==> src/rtl/irq_ctrl_pkg.sv <==
package irq_ctrl_pkg;
  localparam int DW          = 8;
  localparam int N_CORE      = 3;
  localparam int CORE_EN_LSB = 3;
  localparam int MAIN_GRP    = 6;
  localparam int MAIN_GLB    = 7;

  typedef enum logic [1:0] {
    ADDR_MAIN  = 2'd0,
    ADDR_PFLAG = 2'd1,
    ADDR_PEN   = 2'd2,
    ADDR_NONE  = 2'd3
  } reg_addr_e;
endpackage

==> src/rtl/irq_main_reg.sv <==
module irq_main_reg
  import irq_ctrl_pkg::*;
(
  input  logic              clk_i,
  input  logic              rst_ni,
  input  logic              wr_i,
  input  logic [DW-1:0]     wdata_i,
  input  logic [N_CORE-1:0] evt_i,
  input  logic              take_i,
  input  logic              ret_i,
  output logic [DW-1:0]     q_o
);
  logic [DW-1:0] nxt;

  always_comb begin
    nxt = q_o;
    if (wr_i) nxt = wdata_i;
    nxt[N_CORE-1:0] = nxt[N_CORE-1:0] | evt_i;  // hardware set beats write
    if (take_i)     nxt[MAIN_GLB] = 1'b0;
    else if (ret_i) nxt[MAIN_GLB] = 1'b1;
  end

  always_ff @(posedge clk_i or negedge rst_ni) begin
    if (!rst_ni) q_o <= '0;
    else         q_o <= nxt;
  end

  assert_take_clears_R7: assert property (@(posedge clk_i) disable iff (!rst_ni)
    take_i |=> !q_o[MAIN_GLB]);
  assert_ret_sets_R8: assert property (@(posedge clk_i) disable iff (!rst_ni)
    (ret_i && !take_i) |=> q_o[MAIN_GLB]);

  for (genvar k = 0; k < N_CORE; k++) begin : g_chk
    assert_evt_sets_R2: assert property (@(posedge clk_i) disable iff (!rst_ni)
      evt_i[k] |=> q_o[k]);
    assert_flag_holds_R9: assert property (@(posedge clk_i) disable iff (!rst_ni)
      (q_o[k] && !wr_i) |=> q_o[k]);
  end
endmodule

==> src/rtl/irq_periph_reg.sv <==
module irq_periph_reg #(
  parameter int N = 6
) (
  input  logic         clk_i,
  input  logic         rst_ni,
  input  logic         wr_flag_i,
  input  logic         wr_en_i,
  input  logic [N-1:0] wdata_i,
  input  logic [N-1:0] evt_i,
  output logic [N-1:0] flag_o,
  output logic [N-1:0] en_o
);
  for (genvar k = 0; k < N; k++) begin : g_src
    always_ff @(posedge clk_i or negedge rst_ni) begin
      if (!rst_ni) begin
        flag_o[k] <= 1'b0;
        en_o[k]   <= 1'b0;
      end else begin
        flag_o[k] <= (wr_flag_i ? wdata_i[k] : flag_o[k]) | evt_i[k];
        if (wr_en_i) en_o[k] <= wdata_i[k];
      end
    end

    assert_evt_sets_R10: assert property (@(posedge clk_i) disable iff (!rst_ni)
      evt_i[k] |=> flag_o[k]);
    assert_flag_holds_R9: assert property (@(posedge clk_i) disable iff (!rst_ni)
      (flag_o[k] && !wr_flag_i) |=> flag_o[k]);
  end
endmodule

==> src/rtl/irq_req_logic.sv <==
module irq_req_logic #(
  parameter int NC = 3,
  parameter int NP = 6
) (
  input  logic          glb_en_i,
  input  logic          grp_en_i,
  input  logic [NC-1:0] core_flag_i,
  input  logic [NC-1:0] core_en_i,
  input  logic [NP-1:0] per_flag_i,
  input  logic [NP-1:0] per_en_i,
  output logic          req_o
);
  logic core_hit, per_hit;

  always_comb begin
    core_hit = |(core_flag_i & core_en_i);
    per_hit  = grp_en_i & |(per_flag_i & per_en_i);
    req_o    = glb_en_i & (core_hit | per_hit);
  end
endmodule

==> src/rtl/irq_ctrl_top.sv <==
module irq_ctrl_top
  import irq_ctrl_pkg::*;
#(
  parameter int              N_PERIPH = 6,
  parameter int              VEC_W    = 13,
  parameter logic [VEC_W-1:0] VECTOR  = 13'h0004
) (
  input  logic                clk_i,
  input  logic                rst_ni,
  input  logic [1:0]          reg_addr_i,
  input  logic                reg_wr_i,
  input  logic [DW-1:0]       reg_wdata_i,
  output logic [DW-1:0]       reg_rdata_o,
  input  logic [N_CORE-1:0]   core_evt_i,
  input  logic [N_PERIPH-1:0] periph_evt_i,
  input  logic                irq_ack_i,
  input  logic                ret_i,
  output logic                irq_req_o,
  output logic                push_ret_o,
  output logic [VEC_W-1:0]    vector_o
);
  logic [DW-1:0]       main_q;
  logic [N_PERIPH-1:0] pflag, pen;
  logic                take;
  logic                wr_main, wr_pflag, wr_pen;

  assign wr_main  = reg_wr_i && (reg_addr_i == ADDR_MAIN);
  assign wr_pflag = reg_wr_i && (reg_addr_i == ADDR_PFLAG);
  assign wr_pen   = reg_wr_i && (reg_addr_i == ADDR_PEN);
  assign take       = irq_ack_i & irq_req_o;
  assign push_ret_o = take;
  assign vector_o   = VECTOR;

  irq_main_reg u_main (
    .clk_i   (clk_i),
    .rst_ni  (rst_ni),
    .wr_i    (wr_main),
    .wdata_i (reg_wdata_i),
    .evt_i   (core_evt_i),
    .take_i  (take),
    .ret_i   (ret_i),
    .q_o     (main_q)
  );

  irq_periph_reg #(.N(N_PERIPH)) u_periph (
    .clk_i     (clk_i),
    .rst_ni    (rst_ni),
    .wr_flag_i (wr_pflag),
    .wr_en_i   (wr_pen),
    .wdata_i   (reg_wdata_i[N_PERIPH-1:0]),
    .evt_i     (periph_evt_i),
    .flag_o    (pflag),
    .en_o      (pen)
  );

  irq_req_logic #(.NC(N_CORE), .NP(N_PERIPH)) u_req (
    .glb_en_i    (main_q[MAIN_GLB]),
    .grp_en_i    (main_q[MAIN_GRP]),
    .core_flag_i (main_q[N_CORE-1:0]),
    .core_en_i   (main_q[CORE_EN_LSB +: N_CORE]),
    .per_flag_i  (pflag),
    .per_en_i    (pen),
    .req_o       (irq_req_o)
  );

  always_comb begin
    unique case (reg_addr_i)
      ADDR_MAIN:  reg_rdata_o = main_q;
      ADDR_PFLAG: reg_rdata_o = DW'(pflag);
      ADDR_PEN:   reg_rdata_o = DW'(pen);
      default:    reg_rdata_o = '0;
    endcase
  end

  assert_take_blocks_R7: assert property (@(posedge clk_i) disable iff (!rst_ni)
    take |=> !irq_req_o);
  assert_ack_idle_R12: assert property (@(posedge clk_i) disable iff (!rst_ni)
    (irq_ack_i && !irq_req_o && !wr_main) |=> main_q[MAIN_GLB] == $past(main_q[MAIN_GLB]) || $past(ret_i));
  assert_glb_gates_R6: assert property (@(posedge clk_i) disable iff (!rst_ni)
    $fell(main_q[MAIN_GLB]) |-> !irq_req_o);
endmodule

==> config.mk <==
export PLATFORM = sky130hd
export DESIGN_NAME = irq_ctrl_top
export DESIGN_NICKNAME = d
export VERILOG_FILES = /design/src/rtl/irq_ctrl_pkg.sv /design/src/rtl/irq_main_reg.sv /design/src/rtl/irq_periph_reg.sv /design/src/rtl/irq_req_logic.sv /design/src/rtl/irq_ctrl_top.sv
export SDC_FILE = /design/constraint.sdc
export NUM_CORES = 1
export LEC_CHECK = 0
export ABC_AREA = 1
export ABC_CLOCK_PERIOD_IN_PS = 850
export BUFFER_PORTS_ARGS = -buffer_cell sky130_fd_sc_hd__buf_2
export CAP_MARGIN = 15
export CORE_MARGIN = 2
export CORE_UTILIZATION = 40
export CTS_CLUSTER_DIAMETER = 60
export CTS_CLUSTER_SIZE = 8
export DETAILED_ROUTE_END_ITERATION = 8
export GPL_TIMING_DRIVEN = 0
export HOLD_SLACK_MARGIN = 0.05
export PLACE_DENSITY = 0.68
export SYNTH_ARGS = -nofsm -noshare
export SYNTH_HDL_FRONTEND = slang
export SYNTH_SLANG_ARGS = --single-unit
==> constraint.sdc <==
create_clock -name clk_i -period 0.85 [get_ports clk_i]
set_input_delay 0.085 -clock clk_i [delete_from_list [all_inputs] [get_ports clk_i]]
set_output_delay 0.085 -clock clk_i [all_outputs]
set_load 0.1 [all_outputs]
==> flow_summary.json, run 1 <==
{
  "status": "complete, but fails checks",
  "violations": "setup timing",
  "max_freq_ghz": 0.620,
  "finClkSkew_ns": 0.00260,
  "yosys_warnings": 0,
  "vias_per_cell": 4.81,
  "syn2layout_area_growth_pct": 83.4,
  "yosys.area_share.simple_pct": 25.1,
  "worstPathRequired_ns": 0.76,
  "p_leak_nw": 1.08,
  "critPathLaunchType": "flop",
  "critical_path_class": "flop to output pin",
  "path_max_fanout": 2,
  "initial_core_util_pct": 42.2,
  "grt_usage_pct": 21.8,
  "hold_path_depth": 3,
  "met1_usage_pct": 24.2,
  "synth_top_family_by_area": "simple AND/OR/NAND/NOR gates",
  "layout_common_cells": "nand2_1 (31), buf_4 (23), buf_2 (23)",
  "hold_violations": 0,
  "antennaDiodeCount": 0,
  "cts_buffers": 3,
  "core_sq_um": 2780,
  "synth-seq-cells": 20,
  "final_cells": 259,
  "yosysUniqueCellTypes": 19,
  "path_clk_slew_ns": 0.12,
  "power_per_cell_area_nw_per_um2": 1760,
  "cts.path.max_buffers": 2,
  "antenna_found_initial": 0,
  "busiest_layer": "met2",
  "grt_max_degree": 21,
  "final_common_cell": "nand2_1",
  "syn_inst": 146,
  "dp_hpwl_mm": 2.04,
  "h-tree-depth": 1,
  "ir_drop_mv": 1.63,
  "synthMuxAreaShare_pct": 0,
  "rsz0062_at_grt": "true",
  "nNetsFinal": 253,
  "grt_pass1_vias": 1249,
  "maxCapViolCount": 0,
  "fin_crit_ns": 1.61,
  "cts_tree": "yes",
  "slew_violations": 0,
  "drt_iter0_markers": 22,
  "port_buffers": 33,
  "grt_pass1_wl_mm": 5.54,
  "drt_wl_total_mm": 3.36,
  "avgSynthCellArea_sq_um": 8.05,
  "ff2ff_path_depth": 10,
  "drt-wirelength-per-cell_um": 13.0,
  "rows": 19,
  "seq_area_frac_synth_pct": 42.6,
  "timing.final.ws_setup_ns": -0.764,
  "holdWs_ns": 0.0459,
  "finalCritPeriodShare_pct": 190,
  "synthesis.area_sq_um": 1170,
  "grt_overflow": 0,
  "use_met3_pct": 2.90,
  "fp.dieH_um": 58.2,
  "drt-pass1-iter-count": 4,
  "met2_usage_pct": 41.1,
  "synthXorXnorAreaFrac_pct": 0,
  "insertion_delay_ns": 0.31,
  "dr_total_vias": 1246,
  "synth_compound_area_share_pct": 15.7,
  "floorplan.die_area_sq_um": 3390,
  "setup_viol": 12,
  "ant_nets": 0,
  "critPathArrivalTime_ns": 1.53,
  "io_pins": 47,
  "holdCritPathClass": "primary input to flop",
  "synth_adder_area_share_pct": 0,
  "gp_congestion": 0.855,
  "setup.worst_path.end_class": "output pin",
  "post-place-cells": 221,
  "final_layout_size_suffix_gt1_share_pct": 53.1,
  "cts_root_buffer": "clkbuf_4",
  "die_w_um": 58.2,
  "drc": 0,
  "cts.sinks": 20
}
-- logic make-up after synthesis --
| logic type | count (synthesis) |
|---|---|
| DFF | 20 |
| buffers and inverters | 31 |
| other | 2 |
| AOI/OAI and AO/OA | 27 |
| and+or+nand+nor | 66 |
-- path summary, 6_finish.rpt --
path	from	slack (ns)	end
hold / removal	reg_wdata_i[4]	0.05	u_periph.en_o[4]$_DFFE_PN0P_
max in group asynchronous	rst_ni	0.31	u_main.q_o[1]$_DFF_PN0_
setup reg to reg	u_periph.flag_o[1]$_DFF_PN0_	-0.31	u_main.q_o[7]$_DFFE_PN0P_
min in group asynchronous	rst_ni	0.23	u_periph.en_o[5]$_DFFE_PN0P_
setup / recovery	u_periph.flag_o[1]$_DFF_PN0_	-0.76	push_ret_o
hold reg to reg	u_periph.en_o[1]$_DFFE_PN0P_	0.53	u_periph.en_o[1]$_DFFE_PN0P_
-- layer usage --
metal	vias to the layer above	wire length [um]
met5	-	0
met4	0	74
met3	10	135
met2	44	1860
met1	591	1290
li1	601	-
-- report_power, final --
part,internal (mW),switching (mW),leakage (nW)
sequential,1.06,0.0928,0.220
clock,0.262,0.320,0.0210
combinational,0.770,1.29,0.837
total,2.09,1.71,1.08
-- synthesized netlist by cell type --
library cell | instances | area, sq um
nand2_1 | 46 | 173
nor2_1 | 6 | 22.5
nand3_1 | 7 | 35.0
inv_2 | 1 | 3.75
conb_1 | 2 | 7.51
nand3b_1 | 1 | 7.51
a21oi_2 | 4 | 35.0
nand2_4 | 1 | 11.3
nand2_2 | 2 | 12.5
a21oi_1 | 4 | 20.0
buf_4 | 13 | 97.6
nor2_4 | 3 | 33.8
buf_6 | 3 | 33.8
a211o_1 | 3 | 26.3
o21ai_0 | 4 | 20.0
o21ai_1 | 6 | 30.0
inv_1 | 14 | 52.6
dfrtp_1 | 20 | 500
o21ai_2 | 6 | 52.6
-- layout make-up --
class	instances	area, sq um
Multi-Input combinational cell	106	737
Timing Repair Buffer	67	651
Fill cell	190	627
Sequential cell	20	500
Buffer	16	131
Inverter	15	60.1
Tap cell	31	38.8
Clock buffer	4	36.3
-- stage by stage --
step	power (mW)	setup TNS (ns)	instance area (sq um)	setup slack, ns	utilization (%)
after floorplan	2.40	-1.34	1330	-0.503	-
after global placement	2.59	-7.39	1540	-0.577	55.2
after detailed placement	2.61	-7.84	1540	-0.593	55.2
after CTS	3.65	-4.82	2030	-0.742	73.1
after global routing	3.97	-5.92	2150	-0.843	77.5
final	3.80	-5.11	2150	-0.764	77.5
-- critical path: stages (launching register included) --
cell and delay (ns):
dfrtp_1 0.42, nand2_1 0.08, nand2_1 0.05, nor2_1 0.10
nand2_1 0.07, nand2_2 0.08, nand2_2 0.07, nand3_4 0.08
clkinvlp_4 0.10, buf_12 0.17
-- state kept, by name, summed over array words and instances, names as in the netlist --
name / cells
u_periph.flag_o: 6
u_periph.en_o: 6
u_main.q_o: 8
-- what timing repair did --
item / 4_1_cts / 5_1_grt
gates resized for setup: 60 / 17
hold buffers: 15 / 0
setup buffers: 13 / 10
endpoints found under the setup margin: 11 / 17
pin swaps: 2 / 14
endpoints found under the hold margin: 33 / 0
No activity file was read; power rests on OpenSTA's default activity.
==> run 2: changes to the inputs <==
- CAP_MARGIN: 15 -> not set
- PLACE_DENSITY: 0.68 -> 0.71
==> run 2 against run 1 <==
The run still ends with setup timing left. Critical endpoint unchanged. Global-route usage up 0.57 points. Design area up 3.3%. Clock skew up 0.0025 ns. Highest routed layer unchanged. Largest power group unchanged. Routed wire length up 6.1%. Count of clock-buffer cells in the layout unchanged. Maximum frequency down 2.1%. Clock power down 2%. Hold slack better by 0.0064 ns.
==> flow_summary.json, run 2 (synthesized netlist as in run 1, its figures left out) <==
{
  "largest_register_ff_count": 8,
  "grt_usage_pct": 22.4,
  "setup.worst_path.end_class": "output pin",
  "io_pins": 47,
  "finalCritPeriodShare_pct": 194,
  "die_w_um": 58.2,
  "cts.path.max_buffers": 2,
  "cp_num_buf_inv": 2,
  "top_register": "u_main.q_o",
  "rows": 19,
  "dpl_cell_area_sq_um": 1540,
  "switching_share_pct": 45.0,
  "ff2ff_path_depth": 10,
  "maxCapViolCount": 0,
  "final_common_cell": "nand2_1",
  "drt_iter0_markers": 32,
  "initial_core_util_pct": 42.2,
  "violations": "setup timing",
  "status": "complete, but fails checks",
  "antennaDiodeCount": 0,
  "holdCritPathClass": "primary input to flop",
  "cts.sinks": 20,
  "nNetsFinal": 255,
  "core_sq_um": 2780,
  "combPwrFrac_pct": 55.2,
  "p_leak_nw": 1.13,
  "vias_per_cell": 4.78,
  "dr_total_vias": 1248,
  "crit_top_cell": "nand2_1",
  "ant_nets": 0,
  "floorplan.die_area_sq_um": 3390,
  "cts_root_buffer": "clkbuf_4",
  "grt_max_degree": 21,
  "switchingPower_mw": 1.75,
  "holdWs_ns": 0.0524,
  "hold_violations": 0,
  "cts_tree": "yes",
  "port_buffers": 33,
  "grt_pass1_wl_mm": 5.71,
  "path_max_fanout": 2,
  "p_clk_share_pct": 14.7,
  "rrSetupSlack_ns": -0.38,
  "critical_path_class": "flop to output pin",
  "path_clk_slew_ns": 0.12,
  "cp_top_family": "simple AND/OR/NAND/NOR gates",
  "rsz0062_at_grt": "true",
  "final_cells": 261,
  "cts_buffers": 3,
  "dp_hpwl_mm": 2.06,
  "drt-wirelength-per-cell_um": 13.7,
  "critPathLaunchType": "flop",
  "power_per_cell_area_nw_per_um2": 1750,
  "finClkSkew_ns": 0.00512,
  "drt-pass1-iter-count": 4,
  "worstPathRequired_ns": 0.76,
  "h-tree-depth": 1,
  "fin_crit_ns": 1.65,
  "antenna_found_initial": 0,
  "gp_congestion": 0.831,
  "cp.depth": 9,
  "slew_violations": 0,
  "hold_path_depth": 3,
  "ir_drop_mv": 1.41,
  "drc": 0,
  "cpMaxStageDelayCell": "dfrtp_1",
  "tns_ns": -5.35,
  "p_int_mw": 2.14,
  "drt_wl_total_mm": 3.57,
  "fin_area_sq_um": 2220,
  "setup_viol": 15,
  "grt_overflow": 0,
  "post-place-cells": 221,
  "timing.final.ws_setup_ns": -0.798,
  "slowest_delay_ns": 0.42,
  "total_power_mw": 3.88,
  "insertion_delay_ns": 0.31,
  "max_freq_ghz": 0.607,
  "worstPathCellList": "nand2_1, nand2_1, nor2_1, nand2_1, nand2_2, nand2_2, nand3_4, clkinvlp_4, buf_12",
  "final_layout_size_suffix_gt1_share_pct": 55.7,
  "grt_pass1_vias": 1295,
  "syn2layout_area_growth_pct": 89.4,
  "layout_common_cells": "nand2_1 (29), buf_2 (22), buf_4 (21)",
  "fp.dieH_um": 58.2,
  "top_regs": "u_main.q_o: 8 flops, u_periph.en_o: 6 flops, u_periph.flag_o: 6 flops",
  "power_frac_seq_pct": 30.1,
  "critPathArrivalTime_ns": 1.56
}
[run 2: cell count changes in the layout (fill, tap and decap cells not counted), moves of 2 or more]
cell,before,now
dfrtp_2,0,2
dfrtp_1,20,18
nand2_1,31,29
dlygate4sd3_1,15,13
buf_6,11,17
buf_4,23,21
inv_2,5,3
[run 2: tightest hold or removal path, stage by stage]
cell and delay (ns):
buf_2 0.09, inv_1 0.09, o21ai_2 0.06
[run 2: final timing paths]
| kind | startpoint | to |
|---|---|---|
| worst max-delay path | u_periph.en_o[4]$_DFFE_PN0P_ | push_ret_o |
| worst min-delay path | reg_wdata_i[5] | u_periph.en_o[5]$_DFFE_PN0P_ |
| worst max register to register | u_periph.flag_o[3]$_DFF_PN0_ | u_main.q_o[7]$_DFFE_PN0P_ |
| worst min register to register | u_periph.flag_o[5]$_DFF_PN0_ | u_periph.flag_o[5]$_DFF_PN0_ |
| max in group asynchronous | rst_ni | u_main.q_o[1]$_DFF_PN0_ |
| min in group asynchronous | rst_ni | u_main.q_o[3]$_DFFE_PN0P_ |
[run 2: layout make-up]
cell class / count / area [sq um]
inverter: 15 / 62.6
fill: 189 / 557
multi-input combinational: 106 / 754
timing repair buffer: 69 / 698
tap: 31 / 38.8
clock buffer: 4 / 36.3
buffer: 16 / 131
sequential: 20 / 503
[run 2: timing repair]
item,in CTS,in global routing
endpoints found under the hold margin,32,0
gates resized for setup,72,18
setup endpoints to repair,11,24
pin swaps,8,11
hold buffers,13,0
buffers inserted,16,11
cloned,0,0
[run 2: power groups by stage]
stage / Sequential [mW] / Clock, mW / Combinational, mW
global placement: 1.16 / 0 / 1.42
CTS: 1.15 / 0.586 / 1.99
finish: 1.17 / 0.570 / 2.14
floorplan: 1.15 / 0 / 1.25
global route: 1.18 / 0.622 / 2.24
detailed placement: 1.17 / 0 / 1.44
[run 2: metrics by stage]
stage	setup WS (ns)	util [%]
2_1_floorplan	-0.503	-
3_3_place_gp	-0.571	55.2
3_5_place_dp	-0.600	55.2
4_1_cts	-0.730	75.0
5_1_grt	-0.868	80.0
6_report	-0.798	80.0
[run 2: metal layers]
metal	routed length [um]	global-route usage, %	share of wire (%)
met5	0	0	0
met2	1830	39.8	51
met1	1450	26.1	41
met3	160	3.35	4.5
met4	128	11.0	3.6
==> run 3: changes to the inputs <==
- PLACE_DENSITY: 0.71 -> 0.82
==> run 3 against run 2 <==
The run still ends with setup timing left. Via count is 5.3% higher. Cell count grew 0.77%. Largest power group unchanged. Hold slack improved by 0.0098 ns. Count of clock-buffer cells in the layout shrank 1. Sequential power is essentially flat. Clock power fell by 22%.
==> flow_summary.json, run 3 (synthesized netlist as in run 1, its figures left out) <==
{
  "cpMaxStageDelayCell": "dfrtp_1",
  "worstPathCellList": "nand2_1, nand2_1, nor2_1, nand2_1, nand2_2, nand2_2, nand3_4, clkinvlp_4, buf_12",
  "die_w_um": 58.2,
  "path_clk_slew_ns": 0.11,
  "h-tree-depth": 1,
  "cts.path.max_buffers": 2,
  "r2r-start": "u_periph.flag_o[0]$_DFF_PN0_",
  "holdWs_ns": 0.0621,
  "total_power_mw": 3.81,
  "critPathArrivalTime_ns": 1.63,
  "grt_pass1_vias": 1183,
  "finalCritPeriodShare_pct": 202,
  "maxCapViolCount": 0,
  "layout_common_cells": "nand2_1 (29), buf_4 (22), buf_2 (21)",
  "crit_top_cell": "nand2_1",
  "drc": 0,
  "grt_overflow": 0,
  "switchingPower_mw": 1.73,
  "max_freq_ghz": 0.582,
  "grt_usage_pct": 20.3,
  "cts.sinks": 20,
  "top_register": "u_main.q_o",
  "rows": 19,
  "vias_per_cell": 5.00,
  "critPathLaunchType": "flop",
  "dr_total_vias": 1314,
  "drt-pass1-iter-count": 4,
  "hold_violations": 0,
  "antennaDiodeCount": 0,
  "syn2layout_area_growth_pct": 94.0,
  "gp_congestion": 0.831,
  "fp.dieH_um": 58.2,
  "final_layout_size_suffix_gt1_share_pct": 56.9,
  "utilization_pct": 82.0,
  "setup_viol": 19,
  "num-fill-cells": 143,
  "ir_drop_mv": 1.76,
  "initial_core_util_pct": 42.2,
  "grt_max_degree": 21,
  "slew_violations": 0,
  "cts_tree": "yes",
  "crit_start": "u_periph.flag_o[0]$_DFF_PN0_",
  "worstPathRequired_ns": 0.76,
  "critical_path_class": "flop to output pin",
  "port_buffers": 33,
  "io_pins": 47,
  "combPwrFrac_pct": 57.9,
  "floorplan.die_area_sq_um": 3390,
  "drt-wirelength-per-cell_um": 15.1,
  "antenna_found_initial": 0,
  "timing.final.ws_setup_ns": -0.868,
  "holdCritPathClass": "primary input to flop",
  "dp_slack_ns": -0.580,
  "p_int_mw": 2.07,
  "ant_nets": 0,
  "cts_buffers": 3,
  "violations": "setup timing",
  "top_regs": "u_main.q_o: 8 flops, u_periph.en_o: 6 flops, u_periph.flag_o: 6 flops",
  "tns_ns": -5.60,
  "path_max_fanout": 2,
  "drt_wl_total_mm": 3.98,
  "grt_pass1_wl_mm": 5.20,
  "met2_length_mm": 2.04,
  "p_leak_nw": 1.14,
  "top_layer": "met4",
  "power_frac_seq_pct": 30.5,
  "largest_register_ff_count": 8,
  "fin_crit_ns": 1.72,
  "setup.worst_path.end_class": "output pin",
  "p_clk_share_pct": 11.6,
  "insertion_delay_ns": 0.30,
  "core_sq_um": 2780,
  "wl_met1_mm": 1.52,
  "switching_share_pct": 45.5,
  "drt_iter0_markers": 29,
  "wl_met3_um": 225,
  "power_per_cell_area_nw_per_um2": 1670,
  "rsz0062_at_grt": "true",
  "hold_start": "ret_i",
  "cp_num_buf_inv": 2,
  "status": "complete, but fails checks",
  "dp_hpwl_mm": 1.98,
  "slowest_delay_ns": 0.41,
  "final_common_cell": "nand2_1",
  "cp_top_family": "simple AND/OR/NAND/NOR gates",
  "nNetsFinal": 258,
  "cts_root_buffer": "clkbuf_4",
  "finClkSkew_ns": 0.00538
}
==> run 3: cell types whose count changed in the layout (fill, tap and decap cells not counted), moves of 2 or more <==
cell / before / now
dfrtp_1: 18 / 20
dlygate4sd3_1: 13 / 11
buf_6: 17 / 20
dfrtp_2: 2 / 0
==> run 3: final timing paths <==
| path | slack (ns) | to | cells after the start |
|---|---|---|---|
| min in group asynchronous | 0.24 | u_periph.flag_o[3]$_DFF_PN0_ | 2 |
| worst min register to register | 0.54 | u_main.q_o[5]$_DFFE_PN0P_ | 2 |
| worst min-delay path | 0.06 | u_main.q_o[7]$_DFFE_PN0P_ | 4 |
| max in group asynchronous | 0.31 | u_periph.en_o[1]$_DFFE_PN0P_ | 2 |
| worst max register to register | -0.52 | u_main.q_o[7]$_DFFE_PN0P_ | 11 |
| worst max-delay path | -0.87 | push_ret_o | 9 |
==> run 3: cell type report <==
| type | instances | area, sq um | area share (%) |
|---|---|---|---|
| multi-input combinational | 106 | 767 | 33.6 |
| timing repair buffer | 72 | 751 | 32.9 |
| sequential | 20 | 500 | 22.0 |
| buffer | 16 | 135 | 5.93 |
| inverter | 15 | 65.1 | 2.85 |
| tap | 31 | 38.8 | 1.70 |
| clock buffer | 3 | 22.5 | 0.988 |
==> run 3: what timing repair did <==
item                       4_1_cts  5_1_grt
hold buffers                    11        0
hold endpoints to repair        30        0
setup buffers                   15       13
cloned                           0        1
resized for setup               68       34
setup endpoints to repair       11       22
pin swaps                        5       15
==> run 3: power groups by stage <==
stage | clock network (mW) | logic, mW | registers (mW)
2_1_floorplan | 0 | 1.25 | 1.15
6_report | 0.442 | 2.21 | 1.16
3_3_place_gp | 0 | 1.42 | 1.17
3_5_place_dp | 0 | 1.44 | 1.17
4_1_cts | 0.440 | 1.93 | 1.14
5_1_grt | 0.480 | 2.29 | 1.17
==> run 3: stage by stage <==
step,area [sq um],std cells
after floorplan,1330,157
after global placement,1540,221
after detailed placement,1540,221
after CTS,2020,250
after global routing,2280,263
final,2280,263
==> run 3: worst min-delay path, cell delays in order <==
cell and delay [ns]:
buf_2 0.07, nand3b_1 0.08, nand2_1 0.05, inv_1 0.04
==> run 3: layer usage <==
| layer | global-route usage [%] | up-vias |
|---|---|---|
| met3 | 1.56 | 25 |
| met4 | 7.31 | 0 |
| li1 | - | 611 |
| met1 | 24.4 | 610 |
| met5 | 0 | - |
| met2 | 37.5 | 68 |
